--- config.mk ---
export PLATFORM = sky130hd
export DESIGN_NAME = capt_dma_buf
export DESIGN_NICKNAME = d
export VERILOG_FILES = /design/src/rtl/capt_dma_buf.sv
export SDC_FILE = /design/constraint.sdc
export NUM_CORES = 1
export LEC_CHECK = 0
export BUFFER_PORTS_ARGS = -buffer_cell sky130_fd_sc_hd__buf_2
export CAP_MARGIN = 10
export CELL_PAD_IN_SITES_DETAIL_PLACEMENT = 0
export CELL_PAD_IN_SITES_GLOBAL_PLACEMENT = 1
export CORE_MARGIN = 5
export CORE_UTILIZATION = 35
export CTS_CLUSTER_SIZE = 20
export DETAILED_ROUTE_END_ITERATION = 12
export GPL_TIMING_DRIVEN = 0
export PLACE_DENSITY = 0.75
export SLEW_MARGIN = 5
export SYNTH_ARGS = -nofsm -noshare
export SYNTH_HDL_FRONTEND = slang
export SYNTH_SLANG_ARGS = --single-unit
--- constraint.sdc ---
create_clock -name clk -period 1.89 [get_ports clk]
set_input_delay 0.378 -clock clk [delete_from_list [all_inputs] [get_ports clk]]
set_output_delay 0.378 -clock clk [all_outputs]
set_load 0.02 [all_outputs]
--- src/rtl/capt_dma_buf.sv ---
module capt_dma_buf #(
  parameter int DW = 16
) (
  input  logic          clk,
  input  logic          rst_n,
  input  logic          en,
  input  logic [1:0]    mode,
  input  logic          order,
  input  logic          rise_stb,
  input  logic [DW-1:0] rise_val,
  input  logic          fall_stb,
  input  logic [DW-1:0] fall_val,
  input  logic          dma_ack,
  output logic          dma_req,
  output logic [DW-1:0] buf_val,
  output logic          ovr_flag
);

  localparam logic [1:0] M_RISE = 2'b01;
  localparam logic [1:0] M_FALL = 2'b10;
  localparam logic [1:0] M_BOTH = 2'b11;

  logic          second_ph;
  logic [DW-1:0] stage_q;
  logic          stage_vld;

  logic          both;
  logic          want_rise, want_fall;
  logic          hit, to_stage, busy, take;
  logic [DW-1:0] hit_val;

  assign both      = (mode == M_BOTH);
  assign want_rise = (mode == M_RISE) | (both & (second_ph ? order : ~order));
  assign want_fall = (mode == M_FALL) | (both & (second_ph ? ~order : order));
  assign hit       = en & ((want_rise & rise_stb) | (want_fall & fall_stb));
  assign hit_val   = (want_rise & rise_stb) ? rise_val : fall_val;
  assign to_stage  = both & second_ph;
  assign busy      = to_stage ? stage_vld : (dma_req | stage_vld);
  assign take      = hit & ~busy;

  always_ff @(posedge clk or negedge rst_n) begin
    if (!rst_n) begin
      dma_req   <= 1'b0;
      buf_val   <= '0;
      ovr_flag  <= 1'b0;
      second_ph <= 1'b0;
      stage_q   <= '0;
      stage_vld <= 1'b0;
    end else if (!en) begin
      dma_req   <= 1'b0;
      ovr_flag  <= 1'b0;
      second_ph <= 1'b0;
      stage_vld <= 1'b0;
    end else begin
      if (dma_req && dma_ack) begin
        dma_req <= 1'b0;
      end else if (!dma_req && stage_vld) begin
        buf_val   <= stage_q;
        dma_req   <= 1'b1;
        stage_vld <= 1'b0;
      end

      if (take && !to_stage) begin
        buf_val   <= hit_val;
        dma_req   <= 1'b1;
        second_ph <= both;
      end else if (take && to_stage) begin
        stage_q   <= hit_val;
        stage_vld <= 1'b1;
        second_ph <= 1'b0;
      end else if (!both) begin
        second_ph <= 1'b0;
      end

      if (hit && busy)
        ovr_flag <= 1'b1;
    end
  end

endmodule


After elaboration in Yosys (flattened, before gate mapping)
Cells that the tools add are included.
Widths: inputs -> output; s select.
- input port bits: 41
- output and inout port bits: 18
- register bits: 36
- word-level logic and storage cells: 59
- reductions and logical operators: 10
- bitwise logic cells: 14
- equality and inequality tests: 7
- mux-type cells: 22
- operators by type and width (cell ; count):
    $mux 16 ; 4
    $mux 1 ; 18
    $and 1x1->1 ; 7
    $reduce_and 3->1 ; 2
    $logic_and 1x1->1 ; 5
    $eq 2x2->1 const B ; 2
    $ne 2x1->1 const B ; 2
    $ne 4x1->1 const B ; 1
    $ne 4x2->1 const B ; 1
    $or 1x1->1 ; 4
    $not 1->1 ; 3
    $eq 2x1->1 const B ; 1
    $logic_not 1->1 ; 2
    $reduce_bool 2->1 ; 1

Longest topological paths before layout
Gate-level depths: netlist (run 1).
- depth in word-level cells: 12
- mapped depth: 8
- gate-level depth less buffers: 5

Least setup slack after synthesis (run 1)
No wires, ideal clock.
- path type: register to register
- from: reg second_ph
- to: reg buf_val[0]
- stages on the path, launching flop included: 7
- buffers on the path: 1
- data required time: 1.765 ns
- clock period less this slack: 1.793 ns
- arrival: 1.668 ns
- path slack: 0.097 ns
- setup time: 0.125 ns
- path through: dfrtp_1 -> xor2_1 -> o211a_1 -> o21ai_2 -> a21oi_4 -> buf_4 -> mux2_2
- word-level cells in the longest chain between the ends: 10
- elaborated cells between the ends (all ways): 21
- classes of those cells: eq/ne (1); mux (5); bitwise (11); reduce/logical (4)
- ends and longest elaborated chain (item ; RTL line ; RTL):
    start, declared ; 23 ; logic second_ph;
    start signal, assigned ; 66 ; second_ph <= both;
    $mux 1, on equally long branches ; 33, 34 ;
    $and 1x1->1, on equally long branches ; 33, 34 ;
    $or 1x1->1, on equally long branches ; 33, 34 ;
    $and 1x1->1, on equally long branches ; 35, 36 ;
    $or 1x1->1 ; 35 ; assign hit = en & ((want_rise & rise_stb) | (want_fall & fall_stb));
    $and 1x1->1 ; 35 ;
    $and 1x1->1 ; 39 ; assign take = hit & ~busy;
    $logic_and 1x1->1 ; 63 ; if (take && !to_stage) begin
    $ne 2x1->1 (no source line) or $reduce_bool 2->1 (tied branches) ; - ;
    $reduce_and 3->1 (no source line) ; - ;
    end signal, assigned ; 58 ; buf_val <= stage_q;
    end signal, assigned ; 64 ; buf_val <= hit_val;
    end, declared ; 15 ; output logic [DW-1:0] buf_val,
Parallel ways exist; a longest one is shown, timed or not.
A chain may end at the register's enable or synchronous reset.

Final worst setup path (run 1)
Ends and elaborated chain as after synthesis.

==> key figures, run 1 <==
Final layout
  – Filler cell count: between 400 and 500
  – Antenna cells: 0
  – Most frequent cells in the layout: buf_2 (59), dfrtp_1 (35), mux2i_1 (24)
  – Share of cells above drive strength 1: between 40 and 50%
  – Layout Nets: ~280
  – Commonest non-fill, non-tap cell in the layout: buf_2
  – Synthesis-to-layout area growth: 38.5%
  – Fin cells: 306

Placement
  – Pre-CTS WS: -249 ps
  – GPL Wtd Cong: around 0.70
  – Post-Place Cells: between 200 and 300
  – IO Port Bufs: 58
  – DP HPWL: slightly below 3000 um

Drt
  – Routed WL: approximately 4200 um
  – Drt drc: 0
  – Final ANT Viol Nets: 0
  – Routed len/inst: about 14 um
  – Vias: approximately 1400
  – Via-to-Cell Ratio: ~4.6
  – Pre-Repair DR Iteration Count: 4
  – Initial DRC Count: 48

STA
  – Hold Vio Cnt, Final: 0
  – Fin. max-slew vios: 0
  – Final count of negative-setup-slack endpoints: 0
  – Post-layout min period: 1840 ps
  – Max Clock Skew: between 3 and 4 ps
  – Fmax: roughly 540 MHz
  – RSZ-0062 raised after global routing: yes
  – Final WS setup: ~50 ps
  – Final worst-path cycle share: a little over nine tenths
  – Slew headroom: a little under half
  – Worst Tran Pin Value: approximately 800 ps
  – Hold WS: roughly 170 ps

Die
  – Core area: 0.00511 sq mm
  – Die Area: ~0.0068 sq mm
  – Die width: approximately 83 um
  – Row cnt: 26
  – Starting density of the core: between 30% and 40%
  – I/O pin count: slightly below 60
  – Die height: 82.5 um

GRT
  – First-pass GRT wire length: about 6300 um
  – Largest net degree at the start of global routing: 37
  – Tot GR Track Use: 12.7%
  – Vias in the first global route: ~1400
  – Initial antenna violation count: 0
  – Grt ovf: 0

Setup path
  – Critical Path Slowest Stage Cell: dfrtp_2
  – Critical Path Fanout Max: 5
  – Buf/Inv on CP: 2
  – Worst endpoint required time: 2070 ps
  – Crit path capture type: flip-flop
  – CP Data Arrival Time: about 2000 ps
  – CP startpoint kind: flip-flop
  – CP Class: reg -> reg
  – CP delay by family, top: compound AO/OA/AOI/OAI gates
  – Worst path cell trace: xor2_2, o211a_1, o21a_1, buf_6, clkbuf_16, mux2i_1, mux2_4
  – Critical Path Max Stage Delay: approximately 440 ps

Yosys
  – Distinct cells, synth: 26
  – Synthesized cell area: 0.00184 sq mm
  – Syn avg cell area: between 10 and 15 sq um
  – Largest family of logic cells by synthesized area: multiplexers
  – Multiplexer area fraction after synthesis: 29.0%
  – Xor/xnor share of the synthesized area: less than 1%
  – Sequential element share of the synthesized area: about half
  – Syn. warnings: 0
  – Post-synthesis adder-cell area fraction: 0%
  – Mapped Cells: roughly 160
  – Syn nets: between 200 and 250
  – #FFs+latches synth: 36
  – Synth Area in Simple Gates: approximately 5.4%
  – Compound-Gate Fraction of Synth Area: approximately 8.7%

Clock network
  – Cts bufs inserted: 5
  – Hold Buf Count CTS: 0
  – TritonCTS clock tree: yes
  – CTS Root Cell: clkbuf_8
  – CTS max path bufs: 2
  – H-tree Lvls: 2
  – Worst-path clk slew: 70 ps
  – Worst skew pair latency: 290 ps
  – CTS sink cnt: 36

Job
  – MaxCap Viol Count: 0

Outcome
  – Status: finished, final reports clean

Min path
  – Hold Crit Class: in -> async

Power
  – PwrDens: a little over 800 mW/mm^2
  – Switching Fraction: 26.1%
  – Clock power frac: 35.8%
  – Lkg Pwr: between 1 and 1.5 nW
  – VDD IR max: ~0.00050 V
  – Combinational Power Share: 21.9%
  – Seq pwr share: between 40% and 50%
  – Switching Power: ~0.00054 W
  – Internal cell power: about 0.0015 W
-- synthesized netlist by cell type --
cell type   n  area, sq um
a21oi_1     2         10.0
a21oi_2     1         8.76
a21oi_4     1         16.3
and3_1      1         6.26
buf_12      1         20.0
buf_2       2         10.0
buf_4       2         15.0
buf_6       2         22.5
clkbuf_1    1         3.75
dfrtp_1    36          901
inv_1      18         67.6
mux2_2     19          214
mux2i_1    32          320
nand2_1    15         56.3
nand2b_1    1         6.26
nand3_1     2         10.0
nor2_1      2         7.51
nor3_1      1         5.00
o2111ai_1   1         8.76
o211a_1     1         10.0
o21a_1      2         15.0
o21ai_0    15         75.1
o21ai_2     1         8.76
o21bai_1    1         7.51
or4_1       1         7.51
xor2_1      1         8.76
-- stage by stage --
step           utilization [%]  setup TNS [ps]  total power [W]  instance area (sq um)
2_1_floorplan                -               0          0.00113                   1840
3_3_place_gp              43.5           -3740          0.00128                   2220
3_5_place_dp              43.5           -4070          0.00129                   2220
4_1_cts                   46.9           -11.0          0.00205                   2390
5_1_grt                   50.0            -168          0.00217                   2550
6_report                  50.0               0          0.00207                   2550
-- timing repair --
action                                 CTS  global route
cloned                                   0             1
setup endpoints to repair               23            29
endpoints found under the hold margin    0             0
buffers inserted                         3             4
gates resized for setup                  6            22
pin swaps                                1             1
-- worst paths after layout --
check	slack (ps)	end	from	cells after the start
worst min-delay path	170	buf_val[13]$_DFFE_PN0P_	rst_n	1
worst max-delay path	50	buf_val[0]$_DFFE_PN0P_	second_ph$_DFFE_PN0P_	7
worst min register to register	480	stage_q[11]$_DFFE_PN0P_	stage_q[11]$_DFFE_PN0P_	2
worst max register to register	50	buf_val[0]$_DFFE_PN0P_	second_ph$_DFFE_PN0P_	7
min in group clk	270	dma_req$_DFFE_PN0P_	dma_ack	2
max in group asynchronous	1170	second_ph$_DFFE_PN0P_	rst_n	1
-- power by group through the flow --
stage                     Sequential, W  Combinational [W]  Clock, W
after floorplan                0.000955           0.000177         0
after global placement         0.000889           0.000390         0
after detailed placement       0.000893           0.000395         0
after CTS                      0.000878           0.000407  0.000764
after global routing           0.000887           0.000493  0.000793
final                          0.000878           0.000453  0.000741
-- registers in the layout, summed over array words and instances, names as in the netlist --
signal	cells
ovr_flag	1
second_ph	1
dma_req	1
stage_vld	1
buf_val	16
stage_q	16
-- final cells by class --
cell class | instances | area (sq um) | share of cell area (%)
Sequential cell | 36 | 902 | 35.4
Tap cell | 70 | 87.6 | 3.43
Buffer | 8 | 87.6 | 3.43
Multi-Input combinational cell | 100 | 896 | 35.1
Clock inverter | 1 | 30.0 | 1.18
Clock buffer | 7 | 96.3 | 3.78
Inverter | 18 | 67.6 | 2.65
Timing Repair Buffer | 66 | 384 | 15.1
-- kinds of logic (layout without fill, tap and decap cells) --
group,after synthesis,after routing
AND/OR/NAND/NOR,23,23
AO/OA/AOI/OAI,25,25
flip-flops,36,36
multiplexers,51,51
buffers and inverters,26,100
XOR/XNOR,1,1
-- per-layer routing --
| metal | GRT usage [%] | share of wire, % | up-vias |
|---|---|---|---|
| met5 | 0 | 0 | - |
| met4 | 3.92 | 0.72 | 0 |
| met3 | 4.12 | 5.3 | 3 |
| met2 | 20.4 | 48 | 31 |
| met1 | 16.2 | 46 | 666 |
| li1 | - | - | 702 |
No activity file was read; power rests on OpenSTA's default activity.
==> inputs of run 2 (changes only) <==
--- a/config.mk
+++ b/config.mk
@@ -5,12 +5,13 @@
 export SDC_FILE = /design/constraint.sdc
 export NUM_CORES = 1
 export LEC_CHECK = 0
+export ABC_AREA = 1
 export BUFFER_PORTS_ARGS = -buffer_cell sky130_fd_sc_hd__buf_2
 export CAP_MARGIN = 10
 export CELL_PAD_IN_SITES_DETAIL_PLACEMENT = 0
 export CELL_PAD_IN_SITES_GLOBAL_PLACEMENT = 1
 export CORE_MARGIN = 5
-export CORE_UTILIZATION = 35
+export CORE_UTILIZATION = 33
 export CTS_CLUSTER_SIZE = 20
 export DETAILED_ROUTE_END_ITERATION = 12
 export GPL_TIMING_DRIVEN = 0
==> key figures, run 2 <==
Drt
  – Highest Signal Layer: met4 (unchanged)
  – Initial DRC Count: 121 (was 48)
  – Drt drc: 0 (unchanged)
  – M1 wire length: 2620 um (was 1920 um)
  – Via-to-Cell Ratio: 4.66 (was 4.58)
  – Pre-Repair DR Iteration Count: 4 (unchanged)
  – Routed len/inst: 13.4 um (was 13.6 um)
  – Routed WL: 5720 um (was 4170 um)
  – Final ANT Viol Nets: 0 (unchanged)
  – Vias: 1986 (was 1402)
  – Met3 WL: 241 um (was 222 um)
  – Met2 WL: 2790 um (was 1990 um)

Yosys
  – Multiplexer area fraction after synthesis: 0% (was 29.0%)
  – Synthesized cell area: 0.00201 sq mm (was 0.00184 sq mm)
  – Syn. warnings: 0 (unchanged)
  – Synth top area cells: dfrtp_1 (45%), nand2_1 (29%), nand3_1 (12%) (was dfrtp_1 (49%), mux2i_1 (17%), mux2_2 (12%))
  – Number of enable flip-flop cells after synthesis: 0 (unchanged)
  – #FFs+latches synth: 36 (unchanged)
  – Asr flop ratio synth: 100% (unchanged)
  – Commonest cells in the synthesized netlist: nand2_1 (153), nand3_1 (50), dfrtp_1 (36) (was dfrtp_1 (36), mux2i_1 (32), mux2_2 (19))
  – Post-synthesis adder-cell area fraction: 0% (unchanged)
  – Syn nets: 319 (was 203)
  – Compound-Gate Fraction of Synth Area: 2.61% (was 8.70%)
  – Sequential element share of the synthesized area: 44.8% (was 48.9%)
  – Syn avg cell area: 7.24 sq um (was 11.4 sq um)
  – Synth area leader: dfrtp_1 (unchanged)
  – Largest family of logic cells by synthesized area: simple AND/OR/NAND/NOR gates (was multiplexers)
  – Share of the synthesized area in the top cell type: 44.8% (was 48.9%)
  – Xor/xnor share of the synthesized area: 0% (was 0.476%)
  – Distinct cells, synth: 18 (was 26)
  – Most frequent cell after synthesis: nand2_1 (was dfrtp_1)
  – Mapped Cells: 278 (was 162)
  – Synth Area in Simple Gates: 47.8% (was 5.37%)
  – Most used DFF post-synth: dfrtp_1 (unchanged)

Setup path
  – Critical Path Start: second_ph$_DFFE_PN0P_ (unchanged)
  – Worst setup path end: buf_val[1]$_DFFE_PN0P_ (was buf_val[0]$_DFFE_PN0P_)
  – Critical Path Slowest Stage Cell: dfrtp_2 (unchanged)
  – Critical Path Fanout Max: 9 (was 5)
  – Worst endpoint required time: 2110 ps (was 2070 ps)
  – Worst path cell trace: inv_1, nand2_1, nand3_4, nand2_8, nand2_4, nand3_4, a21oi_4, clkbuf_16, nand2_1, nand2_1 (was xor2_2, o211a_1, o21a_1, buf_6, clkbuf_16, mux2i_1, mux2_4)
  – Crit path capture type: flip-flop (unchanged)
  – FF-to-FF Start: second_ph$_DFFE_PN0P_ (unchanged)
  – Most Frequent Cell on Critical Path: nand2_1
  – Cells on worst reg2reg path: 10 (was 7)
  – CP Data Arrival Time: 1970 ps (was 2020 ps)
  – RR Endpoint: buf_val[1]$_DFFE_PN0P_ (was buf_val[0]$_DFFE_PN0P_)
  – R2R setup slack: 150 ps (was 50 ps)
  – CP Class: reg -> reg (unchanged)
  – Critical Path Max Stage Delay: 450 ps (was 440 ps)
  – CP startpoint kind: flip-flop (unchanged)

Power
  – Switching Fraction: 29.0% (was 26.1%)
  – Clock power frac: 32.3% (was 35.8%)
  – VDD IR max: 0.000246 V (was 0.000497 V)
  – Switching Power: 0.000506 W (was 0.000541 W)
  – Internal cell power: 0.00124 W (was 0.00153 W)
  – Seq pwr share: 47.7% (was 42.4%)
  – Lkg Pwr: 1.52 nW (was 1.23 nW)
  – PwrDens: 678 mW/mm^2 (was 813 mW/mm^2)
  – Combinational Power Share: 20.0% (was 21.9%)

Clock network
  – Worst skew pair latency: 280 ps (was 290 ps)
  – Worst-path clk slew: 70 ps (about the same)
  – Cts bufs inserted: 5 (unchanged)
  – H-tree Lvls: 2 (unchanged)
  – CTS sink cnt: 36 (unchanged)
  – Hold Buf Count CTS: 0 (unchanged)
  – CTS max path bufs: 2 (unchanged)
  – CTS Root Cell: clkbuf_8 (unchanged)
  – TritonCTS clock tree: yes (unchanged)

STA
  – Slew headroom: 43.2% (was 46.9%)
  – Setup TNS: 0 ps (unchanged)
  – Fin. max-slew vios: 0 (unchanged)
  – Fmax: 573 MHz (was 543 MHz)
  – RSZ-0062 raised after global routing: no (was yes)
  – Worst Tran Pin Value: 852 ps (was 797 ps)
  – Final count of negative-setup-slack endpoints: 0 (unchanged)
  – Final worst-path cycle share: 92.3% (was 97.4%)
  – Max Clock Skew: 2.58 ps (was 3.76 ps)
  – Hold Vio Cnt, Final: 0 (unchanged)
  – Post-layout min period: 1740 ps (was 1840 ps)

Job
  – MaxCap Viol Count: 0 (unchanged)

Die
  – Die width: 88.1 um (was 82.5 um)
  – Core area: 0.00592 sq mm (was 0.00511 sq mm)
  – Row cnt: 28 (was 26)
  – Starting density of the core: 34.0% (was 36.1%)
  – I/O pin count: 59 (unchanged)
  – Die height: 88.1 um (was 82.5 um)
  – Die Area: 0.00776 sq mm (was 0.00681 sq mm)

GRT
  – First-pass GRT wire length: 9540 um (was 6290 um)
  – Grt ovf: 0 (unchanged)
  – Initial antenna violation count: 0 (unchanged)
  – Largest net degree at the start of global routing: 37 (unchanged)
  – Vias in the first global route: 1963 (was 1352)
  – Tot GR Track Use: 15.9% (was 12.7%)

Placement
  – GPL Wtd Cong: 0.759 (was 0.700)
  – IO Port Bufs: 58 (unchanged)
  – DP HPWL: 4060 um (was 2950 um)

Final layout
  – Multi-input logic area: 0.00102 sq mm (was 896 sq um)
  – Synthesis-to-layout area growth: 27.9% (was 38.5%)
  – Largest registers: buf_val: 16 flops, stage_q: 16 flops (unchanged)
  – Final core utilization: 43.5% (was 50.0%)
  – Commonest non-fill, non-tap cell in the layout: nand2_1 (was buf_2)
  – Share of cells above drive strength 1: 27.1% (was 48.3%)
  – Layout Nets: 391 (was 276)
  – FF+latch area: 902 sq um (unchanged)
  – Most frequent cells in the layout: nand2_1 (153), buf_2 (63), nand3_1 (50) (was buf_2 (59), dfrtp_1 (35), mux2i_1 (24))
  – Filler cell count: 650 (was 478)
  – Antenna cells: 0 (unchanged)

Outcome
  – Status: finished, final reports clean (unchanged)

Min path
  – Hold Crit Class: in -> async (unchanged)
## run 2: changes by cell type in the layout (fill, tap and decap cells not counted), sizes merged, moves of 5 or more
cell | before | now
mux2 | 19 | 0
mux2i | 32 | 0
inv | 18 | 6
nand3 | 2 | 54
o21ai | 16 | 3
nand2 | 15 | 159
clkbuf | 9 | 14
## run 2: cells by family (layout without fill, tap and decap cells)
family,Yosys count,count (layout)
AO/OA/AOI/OAI,6,6
buffers and inverters,20,93
flip-flops,36,36
AND/OR/NAND/NOR,216,216
## run 2: worst min-delay path by stage
stage / from / end / cells after the start
2_1_floorplan: rst_n / buf_val[0]$_DFFE_PN0P_ / 0
3_3_place_gp: stage_q[12]$_DFFE_PN0P_ / stage_q[12]$_DFFE_PN0P_ / 2
3_5_place_dp: stage_q[6]$_DFFE_PN0P_ / stage_q[6]$_DFFE_PN0P_ / 2
4_1_cts: rst_n / buf_val[3]$_DFFE_PN0P_ / 1
5_1_grt: dma_ack / dma_req$_DFFE_PN0P_ / 2
6_report: rst_n / buf_val[3]$_DFFE_PN0P_ / 1
## run 2: stage by stage
stage                     cell area, sq um  instances  hold WS, ps  total power (W)  worst slack (ps)
after floorplan                       2010        278         82.4          0.00104               393
after global placement                2400        411          454          0.00118             -69.0
after detailed placement              2400        411          459          0.00118             -57.1
after CTS                             2490        419          227          0.00176              42.1
after global routing                  2570        426          255          0.00186              9.68
final                                 2570        426          202          0.00175               146
## run 2: timing repair
item,4_1_cts,5_1_grt
resized for setup,0,6
setup buffers,0,6
endpoints found under the setup margin,0,27
## run 2: area by class of cell
| cell class | instances | area share [%] |
|---|---|---|
| Sequential cell | 36 | 35.1 |
| Multi-Input combinational cell | 222 | 39.7 |
| Timing Repair Buffer | 65 | 14.0 |
| Buffer | 12 | 2.92 |
| Inverter | 8 | 1.17 |
| Clock buffer | 8 | 3.50 |
| Tap cell | 75 | 3.65 |
## run 2: power groups by stage
stage	clock, W	sequential [W]	combinational (W)
4_1_cts	0.000588	0.000833	0.000337
6_report	0.000563	0.000833	0.000349
2_1_floorplan	0	0.000889	0.000154
5_1_grt	0.000623	0.000839	0.000395
3_5_place_dp	0	0.000848	0.000336
3_3_place_gp	0	0.000847	0.000334
## run 2: worst max-delay path: cells and delay by family, from the launching register on
family                 cells  cell delay [ps]
and+or+nand+nor            7              620
DFF                        1              450
buffers and inverters      2              290
AOI/OAI and AO/OA          1              320
## run 2: per-layer routing
| layer | global-route usage (%) | up-vias |
|---|---|---|
| li1 | - | 1026 |
| met1 | 21.2 | 911 |
| met2 | 26.0 | 42 |
| met3 | 2.92 | 7 |
| met4 | 5.49 | 0 |
| met5 | 0 | - |
